[config.mk]
export PLATFORM = sky130hd
export DESIGN_NAME = disk_fifo_dma
export DESIGN_NICKNAME = d
export VERILOG_FILES = /design/src/rtl/dfifo_pkg.sv /design/src/rtl/dfifo_store.sv /design/src/rtl/dfifo_reqgen.sv /design/src/rtl/dfifo_ctrl.sv /design/src/rtl/disk_fifo_dma.sv
export SDC_FILE = /design/constraint.sdc
export NUM_CORES = 1
export LEC_CHECK = 0
export ABC_AREA = 1
export BUFFER_PORTS_ARGS = -buffer_cell sky130_fd_sc_hd__buf_4
export CAP_MARGIN = 20
export CORE_ASPECT_RATIO = 1.25
export CORE_MARGIN = 1
export CORE_UTILIZATION = 55
export DETAILED_ROUTE_END_ITERATION = 10
export PLACE_DENSITY_LB_ADDON = 0.05
export SETUP_SLACK_MARGIN = 0.1
export SLEW_MARGIN = 20
export SYNTH_ARGS = -nofsm -noshare
export SYNTH_HDL_FRONTEND = slang
export SYNTH_SLANG_ARGS = --single-unit
[constraint.sdc]
create_clock -name clk -period 5.8 [get_ports clk]
set_input_delay 0.58 -clock clk [delete_from_list [all_inputs] [get_ports clk]]
set_output_delay 0.58 -clock clk [all_outputs]
set_load 0.1 [all_outputs]
[src/rtl/dfifo_pkg.sv]
package dfifo_pkg;
    typedef enum logic [2:0] {
        ST_IDLE,
        ST_XFER,
        ST_PAD,
        ST_DRAIN,
        ST_DONE
    } xfer_state_t;
endpackage

[src/rtl/dfifo_store.sv]
module dfifo_store #(
    parameter int DEPTH = 16,
    parameter int W     = 8,
    localparam int AW   = $clog2(DEPTH),
    localparam int CW   = $clog2(DEPTH + 1)
) (
    input  logic          clk,
    input  logic          rst_n,
    input  logic          flush,
    input  logic          push,
    input  logic          pop,
    input  logic [W-1:0]  wdata,
    output logic [W-1:0]  head,
    output logic [CW-1:0] count
);
    logic [W-1:0]  mem [DEPTH];
    logic [AW-1:0] wptr, rptr;

    function automatic logic [AW-1:0] bump(input logic [AW-1:0] p);
        return (p == AW'(DEPTH - 1)) ? '0 : p + AW'(1);
    endfunction

    always_ff @(posedge clk) begin
        if (push) mem[wptr] <= wdata;
    end

    always_ff @(posedge clk) begin
        if (!rst_n || flush) begin
            wptr  <= '0;
            rptr  <= '0;
            count <= '0;
        end else begin
            if (push) wptr <= bump(wptr);
            if (pop)  rptr <= bump(rptr);
            unique case ({push, pop})
                2'b10:   count <= count + CW'(1);
                2'b01:   count <= count - CW'(1);
                default: count <= count;
            endcase
        end
    end

    assign head = mem[rptr];
endmodule

[src/rtl/dfifo_reqgen.sv]
module dfifo_reqgen
    import dfifo_pkg::*;
#(
    parameter int DEPTH = 16,
    localparam int TW   = $clog2(DEPTH),
    localparam int CW   = $clog2(DEPTH + 1)
) (
    input  xfer_state_t   state,
    input  logic          dir_wr,
    input  logic          buf_en,
    input  logic [TW-1:0] thr,
    input  logic [CW-1:0] count,
    output logic          dma_req
);
    logic [CW-1:0] thr_eff, fill_mark, free_cnt;

    always_comb begin
        thr_eff   = (thr == '0) ? CW'(1) : CW'(thr);
        fill_mark = CW'(DEPTH) - thr_eff;
        free_cnt  = CW'(DEPTH) - count;
        dma_req   = 1'b0;
        unique case (state)
            ST_XFER: begin
                if (!dir_wr)
                    dma_req = buf_en ? (count >= fill_mark) : (count != '0);
                else
                    dma_req = buf_en ? (free_cnt >= thr_eff) : (count == '0);
            end
            ST_DRAIN: dma_req = (count != '0);
            default:  dma_req = 1'b0;
        endcase
    end
endmodule

[src/rtl/dfifo_ctrl.sv]
module dfifo_ctrl
    import dfifo_pkg::*;
#(
    parameter int DEPTH        = 16,
    parameter int SECTOR_BYTES = 512,
    localparam int TW          = $clog2(DEPTH),
    localparam int CW          = $clog2(DEPTH + 1),
    localparam int SW          = $clog2(SECTOR_BYTES)
) (
    input  logic          clk,
    input  logic          rst_n,
    input  logic          exec_start,
    input  logic          exec_dir,
    input  logic          cfg_fifo_en,
    input  logic [TW-1:0] cfg_thresh,
    input  logic          host_ack,
    input  logic          disk_stb,
    input  logic [CW-1:0] count,
    output xfer_state_t   state,
    output logic          dir_q,
    output logic          en_q,
    output logic [TW-1:0] thr_q,
    output logic          push,
    output logic          pop,
    output logic          flush,
    output logic          err_ovr,
    output logic          err_und,
    output logic          crc_go
);
    xfer_state_t   nstate;
    logic [SW-1:0] sect_q;
    logic          ovr_evt, und_evt, disk_byte, crc_set;
    logic          empty, full, last;
    logic [CW-1:0] cap;

    assign cap   = en_q ? CW'(DEPTH) : CW'(1);
    assign empty = (count == '0);
    assign full  = (count >= cap);
    assign last  = (sect_q == SW'(SECTOR_BYTES - 1));

    // next state and datapath strobes
    always_comb begin
        nstate    = state;
        push      = 1'b0;
        pop       = 1'b0;
        flush     = 1'b0;
        ovr_evt   = 1'b0;
        und_evt   = 1'b0;
        disk_byte = 1'b0;
        crc_set   = 1'b0;
        if (exec_start) begin
            flush  = 1'b1;
            nstate = ST_XFER;
        end else begin
            unique case (state)
                ST_XFER: begin
                    if (!dir_q) begin
                        pop = host_ack && !empty;
                        if (disk_stb) begin
                            if (!full || pop) push = 1'b1;
                            else begin
                                ovr_evt = 1'b1;
                                nstate  = ST_DRAIN;
                            end
                        end
                    end else begin
                        pop  = disk_stb && !empty;
                        push = host_ack && (!full || pop);
                        if (disk_stb) begin
                            disk_byte = 1'b1;
                            if (empty) begin
                                und_evt = 1'b1;
                                if (last) begin
                                    crc_set = 1'b1;
                                    nstate  = ST_DONE;
                                end else begin
                                    nstate = ST_PAD;
                                end
                            end
                        end
                    end
                end
                ST_PAD: begin
                    if (disk_stb) begin
                        disk_byte = 1'b1;
                        if (last) begin
                            crc_set = 1'b1;
                            nstate  = ST_DONE;
                        end
                    end
                end
                ST_DRAIN: begin
                    pop = host_ack && !empty;
                    if (empty) nstate = ST_DONE;
                end
                ST_IDLE, ST_DONE: nstate = state;
                default:          nstate = ST_IDLE;
            endcase
        end
    end

    // state register
    always_ff @(posedge clk) begin
        if (!rst_n) state <= ST_IDLE;
        else        state <= nstate;
    end

    // registered outputs and transfer context
    always_ff @(posedge clk) begin
        if (!rst_n) begin
            dir_q   <= 1'b0;
            en_q    <= 1'b0;
            thr_q   <= '0;
            err_ovr <= 1'b0;
            err_und <= 1'b0;
            crc_go  <= 1'b0;
            sect_q  <= '0;
        end else begin
            crc_go <= crc_set;
            if (exec_start) begin
                dir_q   <= exec_dir;
                en_q    <= cfg_fifo_en;
                thr_q   <= cfg_thresh;
                err_ovr <= 1'b0;
                err_und <= 1'b0;
                sect_q  <= '0;
            end else begin
                if (ovr_evt) err_ovr <= 1'b1;
                if (und_evt) err_und <= 1'b1;
                if (disk_byte) sect_q <= last ? '0 : sect_q + SW'(1);
            end
        end
    end
endmodule

[src/rtl/disk_fifo_dma.sv]
module disk_fifo_dma
    import dfifo_pkg::*;
#(
    parameter int DEPTH        = 16,
    parameter int SECTOR_BYTES = 512,
    localparam int TW          = $clog2(DEPTH),
    localparam int CW          = $clog2(DEPTH + 1)
) (
    input  logic          clk,
    input  logic          rst_n,
    input  logic          cfg_fifo_en,
    input  logic [TW-1:0] cfg_thresh,
    input  logic          exec_start,
    input  logic          exec_dir,
    input  logic          host_ack,
    input  logic [7:0]    host_wdata,
    output logic [7:0]    host_rdata,
    output logic          dma_req,
    input  logic          disk_stb,
    input  logic [7:0]    disk_in,
    output logic [7:0]    disk_out,
    output logic          err_overrun,
    output logic          err_underrun,
    output logic          crc_go
);
    xfer_state_t   state;
    logic          dir_q, en_q, push, pop, flush;
    logic [TW-1:0] thr_q;
    logic [CW-1:0] count;
    logic [7:0]    head, wbyte;

    dfifo_ctrl #(.DEPTH(DEPTH), .SECTOR_BYTES(SECTOR_BYTES)) u_ctrl (
        .clk(clk), .rst_n(rst_n), .exec_start(exec_start), .exec_dir(exec_dir),
        .cfg_fifo_en(cfg_fifo_en), .cfg_thresh(cfg_thresh), .host_ack(host_ack),
        .disk_stb(disk_stb), .count(count), .state(state), .dir_q(dir_q),
        .en_q(en_q), .thr_q(thr_q), .push(push), .pop(pop), .flush(flush),
        .err_ovr(err_overrun), .err_und(err_underrun), .crc_go(crc_go)
    );

    assign wbyte = dir_q ? host_wdata : disk_in;

    dfifo_store #(.DEPTH(DEPTH), .W(8)) u_store (
        .clk(clk), .rst_n(rst_n), .flush(flush), .push(push), .pop(pop),
        .wdata(wbyte), .head(head), .count(count)
    );

    dfifo_reqgen #(.DEPTH(DEPTH)) u_req (
        .state(state), .dir_wr(dir_q), .buf_en(en_q), .thr(thr_q),
        .count(count), .dma_req(dma_req)
    );

    assign host_rdata = head;
    assign disk_out   = (state == ST_XFER && dir_q && count != '0) ? head : 8'h00;
endmodule

* After elaboration in Yosys (flattened, before gate mapping) *
Memories as Yosys holds them, arrays and structs flattened. A register that Yosys moved wholly into a read port is not among the register bits.
Index checks and enable logic that the tools add are counted.

operators by class
  magnitude comparators = 3
  add/sub/neg operators = 7
  muxes and demuxes = 56
  reductions and logical operators = 20
  bitwise operators = 2
  equality and inequality tests = 22

operators by type and width
  cell                                                                      number
  1-bit two-way mux                                                         32
  3-bit two-way mux                                                         9
  4-bit two-way mux                                                         5
  8-bit two-way mux                                                         2
  5-bit >= comparator                                                       3
  7-bit AND reduction                                                       2
  3-bit one-hot mux with 4 select lines                                     1
  5-bit one-hot mux with 2 select lines                                     1
  5-bit subtractor (first input constant)                                   2
  9-bit by 1-bit adder with 9-bit output (second input constant)            1
  9-bit == test (second input constant)                                     1
  9-bit two-way mux                                                         1
  3-bit by 2-bit inequality test with 1-bit output (second input constant)  3
  3-bit inequality test (second input constant)                             3
  4-bit by 1-bit adder with 4-bit output (second input constant)            2
  4-bit == test (second input constant)                                     2
  1-bit one-hot mux with 2 select lines                                     4
  3-bit by 2-bit == test with 1-bit output (second input constant)          2
  2-bit inequality test (second input constant)                             3
  5-bit by 1-bit adder with 5-bit output (second input constant)            1
  1-bit logical AND                                                         5
  5-bit zero test                                                           1
  5-bit two-way mux                                                         1
  5-bit nonzero test                                                        1
  other kinds (15)                                                          22

storage, ports and cells
  bits in writable memories = 128
  output and inout bits = 20
  memories = 1
  register bits after elaboration = 34

memory list
  memory       depth  width  rd ports  clocked after Yosys merged registers in  write ports  RTL line           RTL
  u_store.mem  16     8      1         1                                        1            dfifo_store.sv:16  logic [W-1:0] mem [DEPTH];

* Depth between registers and ports, before layout *
Gate-level depths: netlist of run 1.

  depth after elaboration = 11
  mapped depth = 20

* Cells and area by module *
A second synthesis of run 1 with hierarchy kept.

second synthesis, totals
  cell total of the unflattened synthesis = 820
  area, all modules = 8003.9 um2

by module, submodules not included
  module         cells each  area each (um2)  times used
  dfifo_store    533         6144.6           1
  dfifo_ctrl     184         1224.9           1
  dfifo_reqgen   68          406.6            1
  disk_fifo_dma  35          227.7            1

* Worst setup path after synthesis of run 1 *
No wires, ideal clock.

  path type = flip-flop to output port
  from = register u_store.count[0]
  to = output port disk_out[0]
  cell stages (with the launch flop) = 9
  slack = 2.419 ns
  path buffers = 0
  data required time = 5.220 ns
  data arrival time = 2.801 ns
  cell sequence = dfxtp_1 -> inv_1 -> ha_1 -> nand2_1 -> nor2_1 -> ha_1 -> inv_1 -> nand4_2 -> a21oi_1

between the ends
  cells in the longest elaborated chain, start to end = 3

ends and longest elaborated chain
  element                 RTL line             RTL
  start, declared         dfifo_store.sv:14    output logic [CW-1:0] count
  start signal, assigned  dfifo_store.sv:36    2'b10: count <= count + CW'(1);
  start signal, assigned  dfifo_store.sv:37    2'b01: count <= count - CW'(1);
  start signal, assigned  dfifo_store.sv:38    default: count <= count;
  5-bit nonzero test      disk_fifo_dma.sv:53  assign disk_out = (state == ST_XFER && dir_q && count != '0) ? head : 8'h00;
  1-bit logical AND       disk_fifo_dma.sv:53
  8-bit two-way mux       disk_fifo_dma.sv:53
  end, declared           disk_fifo_dma.sv:21  output logic [7:0] disk_out,

Every way passes these cells.

* Worst setup path after layout of run 1 *
  from = register u_store.count[0]
  to = output port disk_out[5]

Same word-level chain as after synthesis.

==> flow_summary.toml, run 1 <==
[sta]
rsz0062_at_grt = "no"
slew_violations = 0
relSlewSlack_pct = 39.60
finalCritPeriodShare_pct = 54.79
finalSetupTns_ps = 0
fin_crit_ps = 3178
hold_viol = 0
setup_viol = 0
clock.fmax_ghz = 0.3147
worstMarginPinSlew_ps = 902.7
finClkSkew_ps = 14.30

[route]
drcViolationCount = 0
met3_length_um = 735
drt_iter0_markers = 351
met1_length_mm = 6.919
routed_wl_mm = 16.34
ant_nets = 0
viasPerCell = 5.396
vias = 5515
wl_met2_mm = 8.404
wire_per_inst_um = 15.98
drtPass1Iterations = 5
top_layer = "met4"

[setup_path]
crit_start = "u_store.count[0]$_SDFFE_PP0P_"
crit_fanout = 9
critical_path.endpoint = "disk_out[5]"
r2r_end = "u_store.count[4]$_SDFFE_PP0P_"
cp.required_ps = 5220
endpoint_kind = "output port"
worstRegToRegCells = 20
start_kind = "flip-flop"
r2r-start = "u_store.count[0]$_SDFFE_PP0P_"
rrSetupSlack_ps = 2720
cp.arrival_ps = 2600
worstSetupPathType = "flip-flop to output port"

[yosys]
yosys_warnings = 0
syn-num-nets = 847
synth_area_leaders = "edfxtp_1 (49%), dfxtp_1 (9.8%), nand2_1 (6.1%), inv_1 (5.7%), nand3_1 (4.6%)"
yosysTopAreaCell = "edfxtp_1"
avgSynthCellArea_um2 = 9.738
ys_seq_area_share_pct = 59.25
syn_inst = 798
netlist_area_um2 = 7771
synth_seq_cells = 166
post-synth-top-area-fraction_pct = 49.46
yosysUniqueCellTypes = 40

[placed_design]
io_buffers = 46
hpwl_mm = 11.10
place_congestion = 0.8588

[final_layout]
nNetsFinal = 884
fillers = 1145
area_delta_synth_final_pct = 13.22
drive_gt1_share_pct = 12.63
n_antenna_cell = 0

[min_path]
hp-class = "input port to flip-flop"

[global_route]
antenna_found_initial = 0
grt_usage_pct = 24.06
grt_pass1_vias = 5397
grt_max_degree = 129
grt_pass1_wl_mm = 26.26
overflow = 0

[clock_network]
clock_path_buffers = 2
numCtsBuffers = 17
htree_levels = 4
cts_hold_buf = 0
cts.sinks = 166
cts_resized = 0
post_cts_buffers = 0
clkTransAtPathRegs_ps = 70
clock_latency_ps = 420
ctsRootBufferMaster = "clkbuf_16"
cts_tree = "built"

[pwr]
total_power_mw = 2.530
ir_drop_mv = 0.2089
powerDensity_nw_per_um2 = 287.5
total_leakage_power_nw = 3.472

[floorplanning]
dieHeight_um = 134.9
initial_core_util_pct = 56.26
ios = 47
coreArea_um2 = 13810
core.rowCount = 48
die_x_um = 108.3
die_area_um2 = 14610

[run_status]
status = "completed"

[flow_run]
cap_violations = 0
-- final cells by class --
type	instances	area (um2)	share of cell area (%)
Timing Repair Buffer	48	380.4	4.323
Clock buffer	17	425.4	4.835
Multi-Input combinational cell	480	2575	29.27
Clock inverter	14	128.9	1.465
Inverter	122	460.4	5.233
Tap cell	175	219.0	2.489
Sequential cell	166	4609	52.39
-- layer usage --
layer | vias up | global-route usage, %
li1 | 2792 | -
met1 | 2563 | 29.94
met2 | 140 | 41.44
met3 | 20 | 4.392
met4 | 0 | 9.159
met5 | - | 0
-- cells by family (layout without fill, tap and decap cells) --
kind of cell | Yosys count | after routing | share of synthesized area (%)
AND/OR/NAND/NOR | 284 | 284 | 16.42
adder cells (fa/ha/maj) | 22 | 22 | 3.542
buffers and inverters | 152 | 201 | 7.616
XOR/XNOR | 12 | 12 | 1.353
other | 1 | 1 | 0.04826
AO/OA/AOI/OAI | 161 | 161 | 11.77
flip-flops | 166 | 166 | 59.25
-- critical path: stages (launching register included) --
cell     delay, ps
dfxtp_1        390
inv_1          110
ha_1           240
nand2_1         70
nor2_1          40
ha_1           220
inv_1          160
nand4_2        310
a21oi_1        300
buf_4          330
-- cells in the mapped netlist (all sizes together) --
cell,number
a21boi,1
a21o,2
a21oi,68
a31oi,2
buf,14
clkbuf,16
conb,1
dfxtp,38
edfxtp,128
ha,22
inv,122
nand2,138
nand3,73
nand3b,1
nand4,9
nor2,56
nor3,5
nor4,1
o211ai,32
o21a,2
o21ai,51
o21bai,1
o22ai,1
o31ai,1
or2,1
xnor2,3
xor2,9
-- power breakdown --
part	switching [mW]	internal [mW]
Clock	0.461	0.593
Sequential	0.00772	1.30
Combinational	0.122	0.0471
-- layout by cell type, fill, tap and decap left out, types with 17 or more instances in the layout --
cell       netlist  routed
a21oi_1         68      68
nand3_1         71      71
edfxtp_1       128     128
ha_1            22      22
o21ai_0         48      48
inv_1          118     118
o211ai_1        32      32
dfxtp_1         38      36
buf_4            1      47
nor2_1          53      53
nand2_1        127     127
clkbuf_16        0      17
-- sequential cells by signal, indices dropped and copies added, names as in the netlist, named ones only --
register and cells:
u_ctrl.crc_go 1, u_ctrl.en_q 1, u_ctrl.state 3, u_store.rptr 4
u_ctrl.sect_q 9, u_store.wptr 4, u_store.count 5, u_ctrl.err_und 1
u_ctrl.dir_q 1, u_ctrl.err_ovr 1, u_ctrl.thr_q 4, u_store.mem 128
-- worst min path at each step --
stage                                        from                       endpoint  slack, ps  depth (start not counted)
finish                                      rst_n      u_ctrl.dir_q$_SDFFE_PN0P_        450                          3
global route                                rst_n       u_ctrl.en_q$_SDFFE_PN0P_        450                          3
CTS                                         rst_n      u_ctrl.dir_q$_SDFFE_PN0P_        430                          3
detailed placement    u_ctrl.err_ovr$_SDFFE_PP0P_    u_ctrl.err_ovr$_SDFFE_PP0P_        460                          2
global placement    u_ctrl.sect_q[6]$_SDFFE_PP0P_  u_ctrl.sect_q[6]$_SDFFE_PP0P_        450                          2
floorplan           u_ctrl.sect_q[6]$_SDFFE_PP0P_  u_ctrl.sect_q[6]$_SDFFE_PP0P_        440                          2
-- stage by stage --
step | hold slack, ps | utilization (%) | std cells | cell area (um2) | worst slack (ps)
2_1_floorplan | 439.0 | - | 798 | 7771 | 2419
3_3_place_gp | 448.0 | 59.48 | 990 | 8217 | 2843
3_5_place_dp | 455.5 | 59.48 | 990 | 8217 | 2753
4_1_cts | 432.9 | 63.50 | 1021 | 8771 | 2528
5_1_grt | 445.7 | 63.70 | 1022 | 8798 | 2382
6_report | 450.0 | 63.70 | 1022 | 8798 | 2622
No activity file was read; power rests on OpenSTA's default activity.
==> run 2: changes to the inputs <==
==> constraint.sdc (replaced) <==
create_clock -name clk -period 2.9 [get_ports clk]
set_input_delay 0.29 -clock clk [delete_from_list [all_inputs] [get_ports clk]]
set_output_delay 0.29 -clock clk [all_outputs]
set_load 0.1 [all_outputs]
==> run 2 against run 1 <==
Against the previous run: non-clock buffer count increased by 33; critical endpoint is now dma_req; sequential share of layout area decreased by 2.4 points; clock skew decreased by 3.8 ps; via count increased by 4.0%; flip-flop and latch count unchanged; largest power group unchanged; wire length increased by 5.3%.
==> flow_summary.toml, run 2 (synthesis gave the netlist of run 1 again) <==
[run_status]
status = "completed"

[pwr]
powerDensity_nw_per_um2 = 578.1
sw_frac_of_total_pct = 21.92
seqPwrFrac_pct = 49.0
p_sw_mw = 1.169
p_comb_share_pct = 7.0
ir_drop_mv = 0.3677
total_leakage_power_nw = 3.699
clock_power_share_pct = 44.0
p_int_mw = 4.165

[global_route]
grt_usage_pct = 25.04
grt_pass1_wl_mm = 27.57
overflow = 0
grt_max_degree = 48
grt_pass1_vias = 5588
antenna_found_initial = 0

[final_layout]
area_delta_synth_final_pct = 18.74
top_register = "u_store.mem"
regArea_um2 = 4612
stdcell_count = 1056
final_cell_area_um2 = 9228
multi_input_area_um2 = 2648
largest_reg_flops = 128
final_cell_mix = "edfxtp_1 (128), nand2_1 (125), inv_1 (115)"
fillers = 1104
layout_commonest_cell = "edfxtp_1"
nNetsFinal = 917
drive_gt1_share_pct = 17.59
n_antenna_cell = 0
largestRegisters = "u_store.mem x128, u_ctrl.sect_q x9, u_store.count x5"

[sta]
finalSetupTns_ps = 0
setup_viol = 0
rsz0062_at_grt = "yes"
finClkSkew_ps = 10.54
slew_violations = 0
hold_viol = 0
relSlewSlack_pct = 50.85
worstMarginPinSlew_ps = 735.4
finalCritPeriodShare_pct = 92.59
fin_crit_ps = 2685
clock.fmax_ghz = 0.3724

[setup_path]
critical_path.endpoint = "dma_req"
cp_common_cell = "nand2_1"
crit_fanout = 5
worstRegToRegCells = 17
cp_cell_sequence = "inv_2 > a31oi_2 > nand2_1 > xor2_1 > ha_1 > a21oi_2 > o21a_1 > nand3_1 > nand2_1 > nand2_1 > nand2_1 > nand2_2 > buf_12"
rrSetupSlack_ps = 250
start_kind = "flip-flop"
cp.arrival_ps = 2400
endpoint_kind = "output port"
timing.critical_path.buf_inv = 2
crit_family = "simple AND/OR/NAND/NOR gates"
worstSetupPathType = "flip-flop to output port"
r2r-start = "u_store.count[0]$_SDFFE_PP0P_"
slowest_stage = "ha_1"
worst-path-stages = 13
cp_slowest_stage_delay_ps = 340
r2r_end = "u_store.count[4]$_SDFFE_PP0P_"
crit_start = "u_ctrl.thr_q[2]$_SDFFE_PN0P_"
cp.required_ps = 2610

[route]
vias = 5738
routed_wl_mm = 17.20
drcViolationCount = 0
viasPerCell = 5.434
ant_nets = 0
drtPass1Iterations = 5
drt_iter0_markers = 345
wire_per_inst_um = 16.29

[clock_network]
cts_hold_buf = 0
cts_tree = "built"
clkTransAtPathRegs_ps = 60
numCtsBuffers = 17
clock_latency_ps = 420
ctsRootBufferMaster = "clkbuf_16"
htree_levels = 4
cts.sinks = 166
clock_path_buffers = 2

[floorplanning]
die_area_um2 = 14610
core.rowCount = 48
ios = 47
dieHeight_um = 134.9
initial_core_util_pct = 56.26
die_x_um = 108.3
coreArea_um2 = 13810

[placed_design]
io_buffers = 46
placed_area_um2 = 8444
place_inst = 1017
hpwl_mm = 11.59
place_congestion = 0.8723

[min_path]
hp-class = "input port to flip-flop"

[flow_run]
cap_violations = 0
## run 2: tightest hold or removal path, stage by stage
cell and delay [ps]:
buf_4 130, o21ai_0 70, a21oi_1 40
## run 2: cell type report
class                      instances  share of cell area (%)
sequential                       166                   49.98
multi-input combinational        480                   28.69
timing repair buffer              81                   7.078
clock buffer                      26                   6.129
inverter                         122                   4.990
tap                              175                   2.373
clock inverter                     6                  0.7593
## run 2: worst min path at each step
stage	from	end	slack [ps]	cells past startpoint
final	rst_n	u_ctrl.en_q$_SDFFE_PN0P_	150	3
after global routing	rst_n	u_ctrl.en_q$_SDFFE_PN0P_	140	3
after CTS	rst_n	u_ctrl.en_q$_SDFFE_PN0P_	140	3
after detailed placement	u_ctrl.err_ovr$_SDFFE_PP0P_	u_ctrl.err_ovr$_SDFFE_PP0P_	450	2
after global placement	u_ctrl.sect_q[6]$_SDFFE_PP0P_	u_ctrl.sect_q[6]$_SDFFE_PP0P_	450	2
after floorplan	rst_n	u_ctrl.state[0]$_SDFFE_PN0P_	420	2
## run 2: power groups by stage
stage               combinational (mW)  clock [mW]  sequential [mW]
floorplan                        0.230           0             2.66
global placement                 0.339           0             2.66
detailed placement               0.350           0             2.66
CTS                              0.354        2.38             2.61
global route                     0.413        2.47             2.61
finish                           0.375        2.35             2.61
## run 2: repair_timing
item,CTS,global route
setup buffers,2,5
resized for setup,4,21
setup endpoints to repair,6,5
pin swaps,3,8
## run 2: per-layer routing
layer  up-vias  GRT usage [%]  share of wire (%)  routed length [um]
li1       2855              -                  -                   -
met1      2684          31.23                 42                7307
met2       177          43.56                 52                8866
met3        22          4.730                4.4                 761
met4         0          8.183                1.5                 266
met5         -              0                  0                   0
## run 2: stage by stage
| step | power, mW | hold slack (ps) | utilization [%] | setup slack, ps |
|---|---|---|---|---|
| 3_5_place_dp | 3.012 | 448.7 | 61.13 | 27.85 |
| 4_1_cts | 5.346 | 137.4 | 65.91 | 108.4 |
| 3_3_place_gp | 3.000 | 446.5 | 61.13 | 127.9 |
| 5_1_grt | 5.493 | 137.0 | 66.80 | 65.85 |
| 2_1_floorplan | 2.890 | 421.8 | - | -191.2 |
| 6_report | 5.334 | 154.1 | 66.80 | 215.0 |
